===== src/rtl/bitfield_pkg.sv =====
package bitfield_pkg;

    typedef enum logic [2:0] {
        OP_AND_RED = 3'd0,
        OP_OR_RED  = 3'd1,
        OP_XOR_RED = 3'd2,
        OP_EXTRACT = 3'd3,
        OP_GET_BIT = 3'd4,
        OP_PUT_BIT = 3'd5,
        OP_TOP_BIT = 3'd6,
        OP_BOT_BIT = 3'd7
    } bf_op_e;

endpackage


===== src/rtl/bitfield_mask.sv =====
// Builds the field mask from the two bounds by comparing each bit position
// against both of them (two thermometer codes ANDed together).
module bitfield_mask #(
    parameter int WIDTH = 16,
    parameter int IDX_W = $clog2(WIDTH) + 1
) (
    input  logic [IDX_W-1:0] hi_idx,
    input  logic [IDX_W-1:0] lo_idx,
    output logic [WIDTH-1:0] mask,
    output logic             field_ok
);
    localparam logic [IDX_W-1:0] LIMIT = IDX_W'(WIDTH);

    logic [WIDTH-1:0] below_hi;
    logic [WIDTH-1:0] above_lo;

    for (genvar i = 0; i < WIDTH; i++) begin : g_therm
        assign below_hi[i] = (IDX_W'(i) <= hi_idx);
        assign above_lo[i] = (IDX_W'(i) >= lo_idx);
    end

    assign mask     = below_hi & above_lo;
    assign field_ok = (hi_idx >= lo_idx) && (hi_idx < LIMIT);
endmodule


===== src/rtl/bitfield_reduce.sv =====
// Folds the masked word three ways and right-aligns the masked field.
module bitfield_reduce #(
    parameter int WIDTH = 16,
    parameter int IDX_W = $clog2(WIDTH) + 1
) (
    input  logic [WIDTH-1:0] word,
    input  logic [WIDTH-1:0] mask,
    input  logic [IDX_W-1:0] lo_idx,
    output logic             and_r,
    output logic             or_r,
    output logic             xor_r,
    output logic [WIDTH-1:0] field
);
    logic [WIDTH-1:0] kept;

    assign kept  = word & mask;
    // Bits outside the field are forced high so they cannot pull AND low.
    assign and_r = &(word | ~mask);
    assign or_r  = |kept;
    assign xor_r = ^kept;
    assign field = kept >> lo_idx;
endmodule


===== src/rtl/bitfield_unit.sv =====
module bitfield_unit #(
    parameter int WIDTH  = 16,
    parameter int SVAL_W = 4,
    parameter int IDX_W  = $clog2(WIDTH) + 1
) (
    input  logic              clk,
    input  logic              rst,
    input  logic              en,
    input  logic [2:0]        op,
    input  logic [WIDTH-1:0]  word,
    input  logic [IDX_W-1:0]  hi_idx,
    input  logic [IDX_W-1:0]  lo_idx,
    input  logic [IDX_W-1:0]  bit_idx,
    input  logic [SVAL_W-1:0] set_val,
    output logic [WIDTH-1:0]  res,
    output logic              red,
    output logic              vld
);
    import bitfield_pkg::*;

    localparam int               POS_W = (WIDTH > 1) ? $clog2(WIDTH) : 1;
    localparam logic [IDX_W-1:0] LIMIT = IDX_W'(WIDTH);

    typedef struct packed {
        logic [WIDTH-1:0] res;
        logic             red;
        logic             vld;
    } out_t;

    out_t st_d, st_q;

    logic [WIDTH-1:0] mask;
    logic             field_ok;
    logic             and_r, or_r, xor_r;
    logic [WIDTH-1:0] field;
    logic             bit_ok;
    logic [POS_W-1:0] pos;
    logic             picked;
    logic [WIDTH-1:0] edited;
    bf_op_e           op_e;

    bitfield_mask #(.WIDTH(WIDTH), .IDX_W(IDX_W)) mask_i (
        .hi_idx   (hi_idx),
        .lo_idx   (lo_idx),
        .mask     (mask),
        .field_ok (field_ok)
    );

    bitfield_reduce #(.WIDTH(WIDTH), .IDX_W(IDX_W)) reduce_i (
        .word   (word),
        .mask   (mask),
        .lo_idx (lo_idx),
        .and_r  (and_r),
        .or_r   (or_r),
        .xor_r  (xor_r),
        .field  (field)
    );

    assign op_e   = bf_op_e'(op);
    assign bit_ok = (bit_idx < LIMIT);
    assign pos    = bit_idx[POS_W-1:0];
    assign picked = word[pos];

    always_comb begin
        edited      = word;
        edited[pos] = |set_val;
    end

    always_comb begin
        st_d = '0;
        unique case (op_e)
            OP_AND_RED: begin st_d.red = and_r; st_d.vld = field_ok; end
            OP_OR_RED:  begin st_d.red = or_r;  st_d.vld = field_ok; end
            OP_XOR_RED: begin st_d.red = xor_r; st_d.vld = field_ok; end
            OP_EXTRACT: begin st_d.res = field; st_d.vld = field_ok; end
            OP_GET_BIT: begin st_d.red = picked; st_d.vld = bit_ok; end
            OP_PUT_BIT: begin st_d.res = edited; st_d.vld = bit_ok; end
            OP_TOP_BIT: begin st_d.red = word[WIDTH-1]; st_d.vld = 1'b1; end
            OP_BOT_BIT: begin st_d.red = word[0]; st_d.vld = 1'b1; end
        endcase
        if (op_e != OP_EXTRACT && op_e != OP_PUT_BIT) begin
            st_d.res = WIDTH'(st_d.red);
        end
        if (!st_d.vld) begin
            st_d = '0;
        end
    end

    always_ff @(posedge clk) begin
        if (rst) begin
            st_q <= '0;
        end else if (en) begin
            st_q <= st_d;
        end
    end

    assign res = st_q.res;
    assign red = st_q.red;
    assign vld = st_q.vld;

    // reset clears all outputs
    a_r10_reset_clears: assert property (@(posedge clk)
        rst |=> (res == '0) && !red && !vld);

    // with enable low the outputs hold
    a_r9_hold_when_idle: assert property (@(posedge clk) disable iff (rst)
        !en |=> $stable(res) && $stable(red) && $stable(vld));

    // reversed bounds on a field operation give zero and invalid
    a_r8_reversed_field: assert property (@(posedge clk) disable iff (rst)
        (en && op <= 3'd3 && hi_idx < lo_idx) |=> (res == '0) && !red && !vld);

    // out-of-range bit address gives zero and invalid
    a_r8_bit_range: assert property (@(posedge clk) disable iff (rst)
        (en && (op == 3'd4 || op == 3'd5) && bit_idx >= LIMIT)
        |=> (res == '0) && !vld);

    // a reduction bit is never reported on an invalid result
    a_r11_red_needs_vld: assert property (@(posedge clk) disable iff (rst)
        red |-> vld);

    // an extracted field has no bits above its width
    a_r4_extract_zero_ext: assert property (@(posedge clk) disable iff (rst)
        (en && op == 3'd3 && hi_idx >= lo_idx && hi_idx < LIMIT)
        |=> (((res >> ($past(hi_idx) - $past(lo_idx))) >> 1) == '0) && vld && !red);

    // top-bit code returns the word's MSB
    a_r7_top_bit: assert property (@(posedge clk) disable iff (rst)
        (en && op == 3'd6) |=> vld && (red == $past(word[WIDTH-1])));
endmodule


===== config.mk =====
export PLATFORM = sky130hd
export DESIGN_NAME = bitfield_unit
export DESIGN_NICKNAME = d
export VERILOG_FILES = /design/src/rtl/bitfield_pkg.sv /design/src/rtl/bitfield_mask.sv /design/src/rtl/bitfield_reduce.sv /design/src/rtl/bitfield_unit.sv
export SDC_FILE = /design/constraint.sdc
export NUM_CORES = 1
export LEC_CHECK = 0
export ABC_AREA = 1
export BUFFER_PORTS_ARGS = -buffer_cell sky130_fd_sc_hd__clkbuf_2
export CAP_MARGIN = 20
export CORE_UTILIZATION = 40
export CTS_CLUSTER_SIZE = 14
export DETAILED_ROUTE_END_ITERATION = 6
export PLACE_DENSITY_LB_ADDON = 0.08
export SETUP_SLACK_MARGIN = 0.1
export SLEW_MARGIN = 30
export SYNTH_ARGS = -nofsm -noshare
export SYNTH_HDL_FRONTEND = slang
export SYNTH_SLANG_ARGS = --single-unit

===== constraint.sdc =====
create_clock -name clk -period 1.8 [get_ports clk]
set_input_delay 0 -clock clk [delete_from_list [all_inputs] [get_ports clk]]
set_output_delay 0 -clock clk [all_outputs]
set_load 0.02 [all_outputs]

==> run_results.csv, run 1 <==
group,metric,value,unit
run_status,status,"finished, violations left",
run_status,violations,"negative setup slack",
power,power_leakage,2.218,nW
worst_setup_path,startpoint_type,"input pin",
placed_design,dp.cells,778,
finish,nNetsFinal,756,
job,cap_violations,0,
worst_setup_path,crit_path_start,"hi_idx[0]",
global_routing,grt-ovfl-total,0,
yosys,ys_async_sr_fraction,0,
finish,final_util,0.6618,
yosys,synth_fa_ha_area_frac,0.05501,
sta,tightest_slew,0.7678,ns
finish,diodes,0,
detailed_routing,routed_wl,13240,um
floorplan,die_height,87.98,um
sta,period_share,1.031,
yosys,synth_edf_count,0,
floorplan,ios,59,
yosys,synth_area_per_cell,5.395,sq um
yosys,synth_fp_nets,602,
yosys,ys_seq_elements,18,
worst_setup_path,reg2reg_slack,1.15,ns
cts,cts_num_sinks,18,
yosys,yosys.area_share.xor_xnor,0.02370,
cts,cts_tree,"yes",
floorplan,placementRows,30,
yosys,synth_area_leader_cell,"nand2_1",
yosys,ys_types,36,
sta,fin_worst_skew,0,ns
global_routing,grt_pass1_vias,3655,
placed_design,portBuffers,58,
sta,rsz0062_at_grt,"true",
yosys,synth-compound-area-share,0.1574,
finish,layout_commonest_cell,"nand2_1",
worst_setup_path,critPathKind,"in -> reg",
yosys,synthMuxAreaShare,0,
worst_hold_path,hold_path.class,"in -> reg",
detailed_routing,drtAntennaViolNets,0,
detailed_routing,drc,0,
yosys,yosysTopAreaCellShare,0.2285,
cts,clk_pin_slew,0.07,ns
yosys,yosys_warnings,0,
worst_setup_path,reg2reg_from,"res[0]",
global_routing,track_usage,0.3386,
floorplan,coreArea,0.006982,sq mm
detailed_routing,avgViaCountPerCell,5.439,
sta,final_hold_viol_count,0,
finish,final_cell_mix,"nand2_1, buf_4, nand3_1, clkbuf_2, inv_1",
cts,htree_levels,1,
floorplan,fp.dieArea,0.007740,sq mm
finish,final_cells,797,
finish,nFillCells,665,
yosys,yosysSeqAreaShare,0.1219,
detailed_routing,dr.pass1.iters,5,
placed_design,place_congestion,0.9997,
cts,cts_buffer_depth,2,
yosys,synth_area_leaders,"nand2_1, dfxtp_1, nand3_1, nand4_1, inv_1",
global_routing,grt_max_degree,19,
global_routing,grt_pass1_wl,19420,um
floorplan,die_w,87.98,um
worst_setup_path,end_kind,"flop",
sta,min_period,1.856,ns
yosys,syn_area,0.002957,sq mm
global_routing,antenna_found_initial,0,
worst_setup_path,cp.required,1.93,ns
sta,fmax,538.8,MHz
yosys,ys.flop_type,"dfxtp_1",
power,power.total,0.001756,W
floorplan,initial_core_util,0.4235,
yosys,synth_top_family_by_area,"simple AND/OR/NAND/NOR gates",
sta,final-setup-viol-count,2,
detailed_routing,vias,4335,
cts,hold_buffers,0,
placed_design,dpl.hpwl,10690,um
finish,multi_input_area,0.002675,sq mm
worst_setup_path,path_max_fanout,5,
finish,synthToLayoutAreaGrowth,56.28,%
worst_hold_path,worstHoldStart,"en",
sta,maxSlewViolCount,0,
cts,cts_root_buf,"clkbuf_8",
sta,relSlewSlack,0.4827,
yosys,synthSimpleGateAreaFrac,0.5320,
detailed_routing,drtIter0Drc,475,
sta,layout_setup_ws,-0.05600,ns
finish,seqCellArea,360.3,sq um
cts,worstSkewPairLatency,0.25,ns
worst_setup_path,cp.arrival,1.99,ns
yosys,synthCells,548,
power,max-vdd-ir-drop,0.2281,mV
cts,cts_made_buffers,3,
detailed_routing,wl_per_cell,16.61,um
power,p_per_area,380.0,mW/mm^2
finish,drive_gt1_frac,0.3766,
## final timing paths
kind,end,depth (start not counted)
max,res[0],16
min,res[4],5
max reg2reg,res[0],2
min reg2reg,res[12],2
## layout make-up
cell class / count / share of cell area
Timing Repair Buffer: 165 / 0.2529
Sequential cell: 18 / 0.07799
Tap cell: 96 / 0.02600
Inverter: 60 / 0.05226
Clock buffer: 4 / 0.01191
Multi-Input combinational cell: 454 / 0.5789
## power by group
group	internal (W)	switching, W
clock	0.000194	0.000135
sequential	0.000406	0.00000450
combinational	0.000435	0.000581
total	0.00103	0.000721
## metrics by stage
stage / setup slack, ns / hold WS, ns / area (sq um) / TNS [ns]
finish: -0.05600 / 0.1637 / 4621 / -0.08250
global route: -0.1784 / 0.1879 / 4621 / -0.3167
CTS: -0.03558 / 0.1701 / 4451 / -0.05186
detailed placement: -0.4756 / 0.4315 / 4085 / -5.427
global placement: -0.4521 / 0.4239 / 4085 / -4.509
floorplan: 0.01063 / 0.2103 / 3089 / 0
## repair_timing
action	in CTS	in global routing
gates cloned	0	1
setup buffers	10	5
setup endpoints to repair	18	18
pin swaps	26	30
endpoints found under the hold margin	0	0
resized for setup	44	34
## routing by layer
layer | vias up | wire length, um | global-route usage
li1 | 2145 | - | -
met1 | 1949 | 5928 | 0.4814
met2 | 211 | 5811 | 0.5166
met3 | 30 | 1101 | 0.03959
met4 | 0 | 393 | 0.1341
met5 | - | 0 | 0
## sequential cells by signal (all words and copies together) (netlist names)
name	cells
red	1
res	16
vld	1
## synthesized netlist by cell type (all sizes together), types with 2 or more instances
library cell and n:
nand4 30, xnor2 6, inv 58, a21oi 37, clkinv 2, ha 13, o311ai 3, o22ai 2
nand3 74, dfxtp 18, buf 13, nor3 2, clkbuf 4, o21ai 37, nand2 187, nor2 54
xor2 2
## worst max-delay path, stage by stage
cell and delay [ns]:
clkbuf_2 0.12, inv_1 0.21, nand4_1 0.25, nand4_1 0.23, ha_4 0.26, xnor2_4 0.16
xor2_1 0.15, nand2_1 0.08, nand3_2 0.07, nand2_2 0.05, nand2_2 0.06, nand2_2 0.06
nor2_2 0.11, nand2_1 0.06, nand2_1 0.07, a21oi_2 0.05
## logic make-up (layout without fill, tap and decap cells)
| logic type | Yosys count | after routing |
|---|---|---|
| compound gates | 83 | 84 |
| xor+xnor | 8 | 8 |
| fa+ha+maj | 13 | 13 |
| buf+inv | 77 | 229 |
| flops | 18 | 18 |
| simple gates | 349 | 349 |
Power figures use the tool's default switching activity.
==> run 2: changes to the inputs <==
--- a/config.mk
+++ b/config.mk
@@ -5,7 +5,6 @@
 export SDC_FILE = /design/constraint.sdc
 export NUM_CORES = 1
 export LEC_CHECK = 0
-export ABC_AREA = 1
 export BUFFER_PORTS_ARGS = -buffer_cell sky130_fd_sc_hd__clkbuf_2
 export CAP_MARGIN = 20
 export CORE_UTILIZATION = 40
==> run_results.csv, run 2 <==
group,metric,value,unit
finish,final_util,0.6639,
yosys,syn_area,0.002903,sq mm
sta,fmax,477.7,MHz
finish,nNetsFinal,611,
sta,rsz0062_at_grt,"true",
floorplan,fp.dieArea,0.007601,sq mm
worst_setup_path,cp.required,1.97,ns
worst_setup_path,crit_path_start,"hi_idx[4]",
run_status,status,"finished, violations left",
worst_setup_path,cpMostUsedCell,"xnor2_2",
yosys,ys_async_sr_fraction,0,
floorplan,die_height,87.19,um
floorplan,ios,59,
finish,postLayoutCellArea,0.004586,sq mm
yosys,synth_common_cells,"nand2_1, nor2_1, a21oi_1",
power,max-vdd-ir-drop,0.5361,mV
detailed_routing,drtAntennaViolNets,0,
yosys,ys.flop_type,"dfxtp_1",
global_routing,grt_max_degree,17,
finish,drive_gt1_frac,0.4586,
detailed_routing,drtIter0Drc,337,
yosys,synth_area_per_cell,7.203,sq um
worst_setup_path,cp.arrival,2.27,ns
sta,fin_worst_skew,0,ns
worst_setup_path,reg2reg_from,"res[6]",
placed_design,portBuffers,58,
sta,maxSlewViolCount,0,
yosys,synthCells,403,
cts,cts_made_buffers,3,
yosys,ys_types,74,
cts,htree_levels,1,
worst_setup_path,slowest_delay,0.42,ns
yosys,yosys_warnings,0,
finish,diodes,0,
sta,relSlewSlack,0.6340,
finish,nFillCells,622,
power,power_leakage,1.905,nW
placed_design,dpl.hpwl,9791,um
detailed_routing,wl_per_cell,18.51,um
floorplan,die_w,87.19,um
detailed_routing,vias,3866,
detailed_routing,routed_wl,12070,um
sta,min_period,2.093,ns
cts,cts_tree,"yes",
cts,cts_root_buf,"clkbuf_8",
global_routing,track_usage,0.3225,
cts,cts_num_sinks,18,
yosys,ys_seq_elements,18,
sta,period_share,1.163,
sta,final-setup-viol-count,2,
finish,layout_commonest_cell,"buf_4",
yosys,synth_edf_count,0,
worst_setup_path,path_max_fanout,5,
detailed_routing,dr.pass1.iters,5,
worst_setup_path,slowest_stage,"or3_4",
yosys,synth_fp_nets,457,
sta,layout_setup_ws,-0.2933,ns
run_status,violations,"negative setup slack",
cts,cts_buffer_depth,2,
worst_setup_path,end_kind,"flop",
power,power.total,0.001736,W
placed_design,place_ws,-0.5481,ns
finish,synthToLayoutAreaGrowth,57.97,%
cts,clk_pin_slew,0.07,ns
worst_setup_path,critPathTopFamily,"compound AO/OA/AOI/OAI gates",
worst_setup_path,cp_num_buf_inv,1,
placed_design,place_congestion,0.9729,
finish,largest_reg_flops,16,
placed_design,placed_area,0.004125,sq mm
yosys,yosysTopAreaCellShare,0.1241,
detailed_routing,avgViaCountPerCell,5.929,
sta,final_hold_viol_count,0,
global_routing,grt_pass1_vias,3651,
yosys,yosysSeqAreaShare,0.1241,
finish,final_cell_mix,"buf_4, clkbuf_2, nand2_1, nor2_1, a21oi_1",
detailed_routing,drc,0,
worst_setup_path,critPathKind,"in -> reg",
global_routing,grt_pass1_wl,18750,um
worst_setup_path,startpoint_type,"input pin",
worst_hold_path,holdPathStages,3,
global_routing,grt-ovfl-total,0,
worst_setup_path,reg2reg_slack,0.69,ns
cts,hold_buffers,0,
floorplan,placementRows,30,
yosys,yosysMostFrequentCell,"nand2_1",
floorplan,coreArea,0.006907,sq mm
worst_setup_path,timing.critical_path.cells,"buf_8 > or3_4 > o31a_1 > nand3_1 > ha_1 > xnor2_2 > xnor2_2 > xnor2_1 > o311a_1 > a21oi_2 > nor3_2 > o31ai_1",
yosys,synth_area_leaders,"dfxtp_1, mux2i_1, ha_1, nand2_1, a21oi_1",
power,p_per_area,378.6,mW/mm^2
worst_hold_path,holdPathEnd,"res[2]",
cts,worstSkewPairLatency,0.25,ns
floorplan,initial_core_util,0.4203,
worst_setup_path,r2r_cells,5,
worst_hold_path,worstHoldStart,"en",
yosys,synth_area_leader_cell,"dfxtp_1",
sta,tightest_slew,0.5432,ns
worst_hold_path,hold_path.class,"in -> reg",
global_routing,antenna_found_initial,0,
job,cap_violations,0,
worst_setup_path,rr_endpoint,"res[6]",
## run 2: changes by cell type after synthesis, moves of 7 or more
cell	delta
clkbuf_1	+10
inv_1	-34
inv_2	-10
mux2_2	+7
mux2i_1	+20
nand2_1	-138
nand2b_1	+10
nand3_1	-55
nand4_1	-23
nor2_1	-8
nor3_1	+13
o21ai_0	-13
## run 2: timing repair
item                                    in CTS  in global routing
resized for setup                           26                 65
buffers inserted                             3                  2
pin swaps                                   16                 19
endpoints found under the setup margin      18                 18
cloned                                       1                  0
## run 2: how the worst max path moves through the flow
stage,to,cells past startpoint
floorplan,red,12
global placement,red,12
detailed placement,red,11
CTS,red,12
global route,red,12
finish,red,12
## run 2: cell families (layout without fill, tap and decap cells)
family | Yosys count | in the layout | share of synthesized area
simple gates | 160 | 160 | 0.2741
compound gates | 125 | 125 | 0.3164
buf+inv | 47 | 200 | 0.06853
mux | 33 | 33 | 0.1397
flops | 18 | 18 | 0.1241
fa+ha+maj | 13 | 13 | 0.05604
xor+xnor | 7 | 7 | 0.02112
## run 2: worst reg2reg max path, cell delays in order (launching register included)
cell and delay, ns:
dfxtp_1 0.34, nand2_1 0.09, o21ai_0 0.14, nor2_1 0.08, a221oi_2 0.24, o31a_1 0.16
## run 2: stage by stage
stage	setup TNS [ns]	hold slack [ns]	cells
2_1_floorplan	-0.5431	0.1394	403
3_3_place_gp	-5.031	0.4017	645
3_5_place_dp	-5.497	0.4151	645
4_1_cts	-0.4962	0.1530	653
5_1_grt	-0.7939	0.1846	652
6_report	-0.5102	0.1561	652
## run 2: cell type report
type                    count  area [sq um]  area share
clock buffers               4         55.05     0.01201
inverters                  14         61.31     0.01337
multi-input cells         338          2640      0.5757
flip-flops and latches     18         360.3     0.07858
well taps                  96         120.1     0.02619
repair buffers            182          1349      0.2941
## run 2: per-layer routing
layer | global-route usage | routed length (um) | vias up | share of wire
met2 | 0.5118 | 5517 | 174 | 0.46
met1 | 0.4670 | 5457 | 1833 | 0.45
met3 | 0.03318 | 772 | 26 | 0.064
met5 | 0 | 0 | - | 0
li1 | - | - | 1833 | -
met4 | 0.07750 | 323 | 0 | 0.027
## run 2: report_power, final
| group | leakage, nW | total (W) | internal, W | switching (W) |
|---|---|---|---|---|
| registers | 0.145 | 0.000410 | 0.000405 | 0.00000417 |
| logic | 1.73 | 0.000997 | 0.000483 | 0.000513 |
| clock network | 0.0288 | 0.000330 | 0.000194 | 0.000136 |
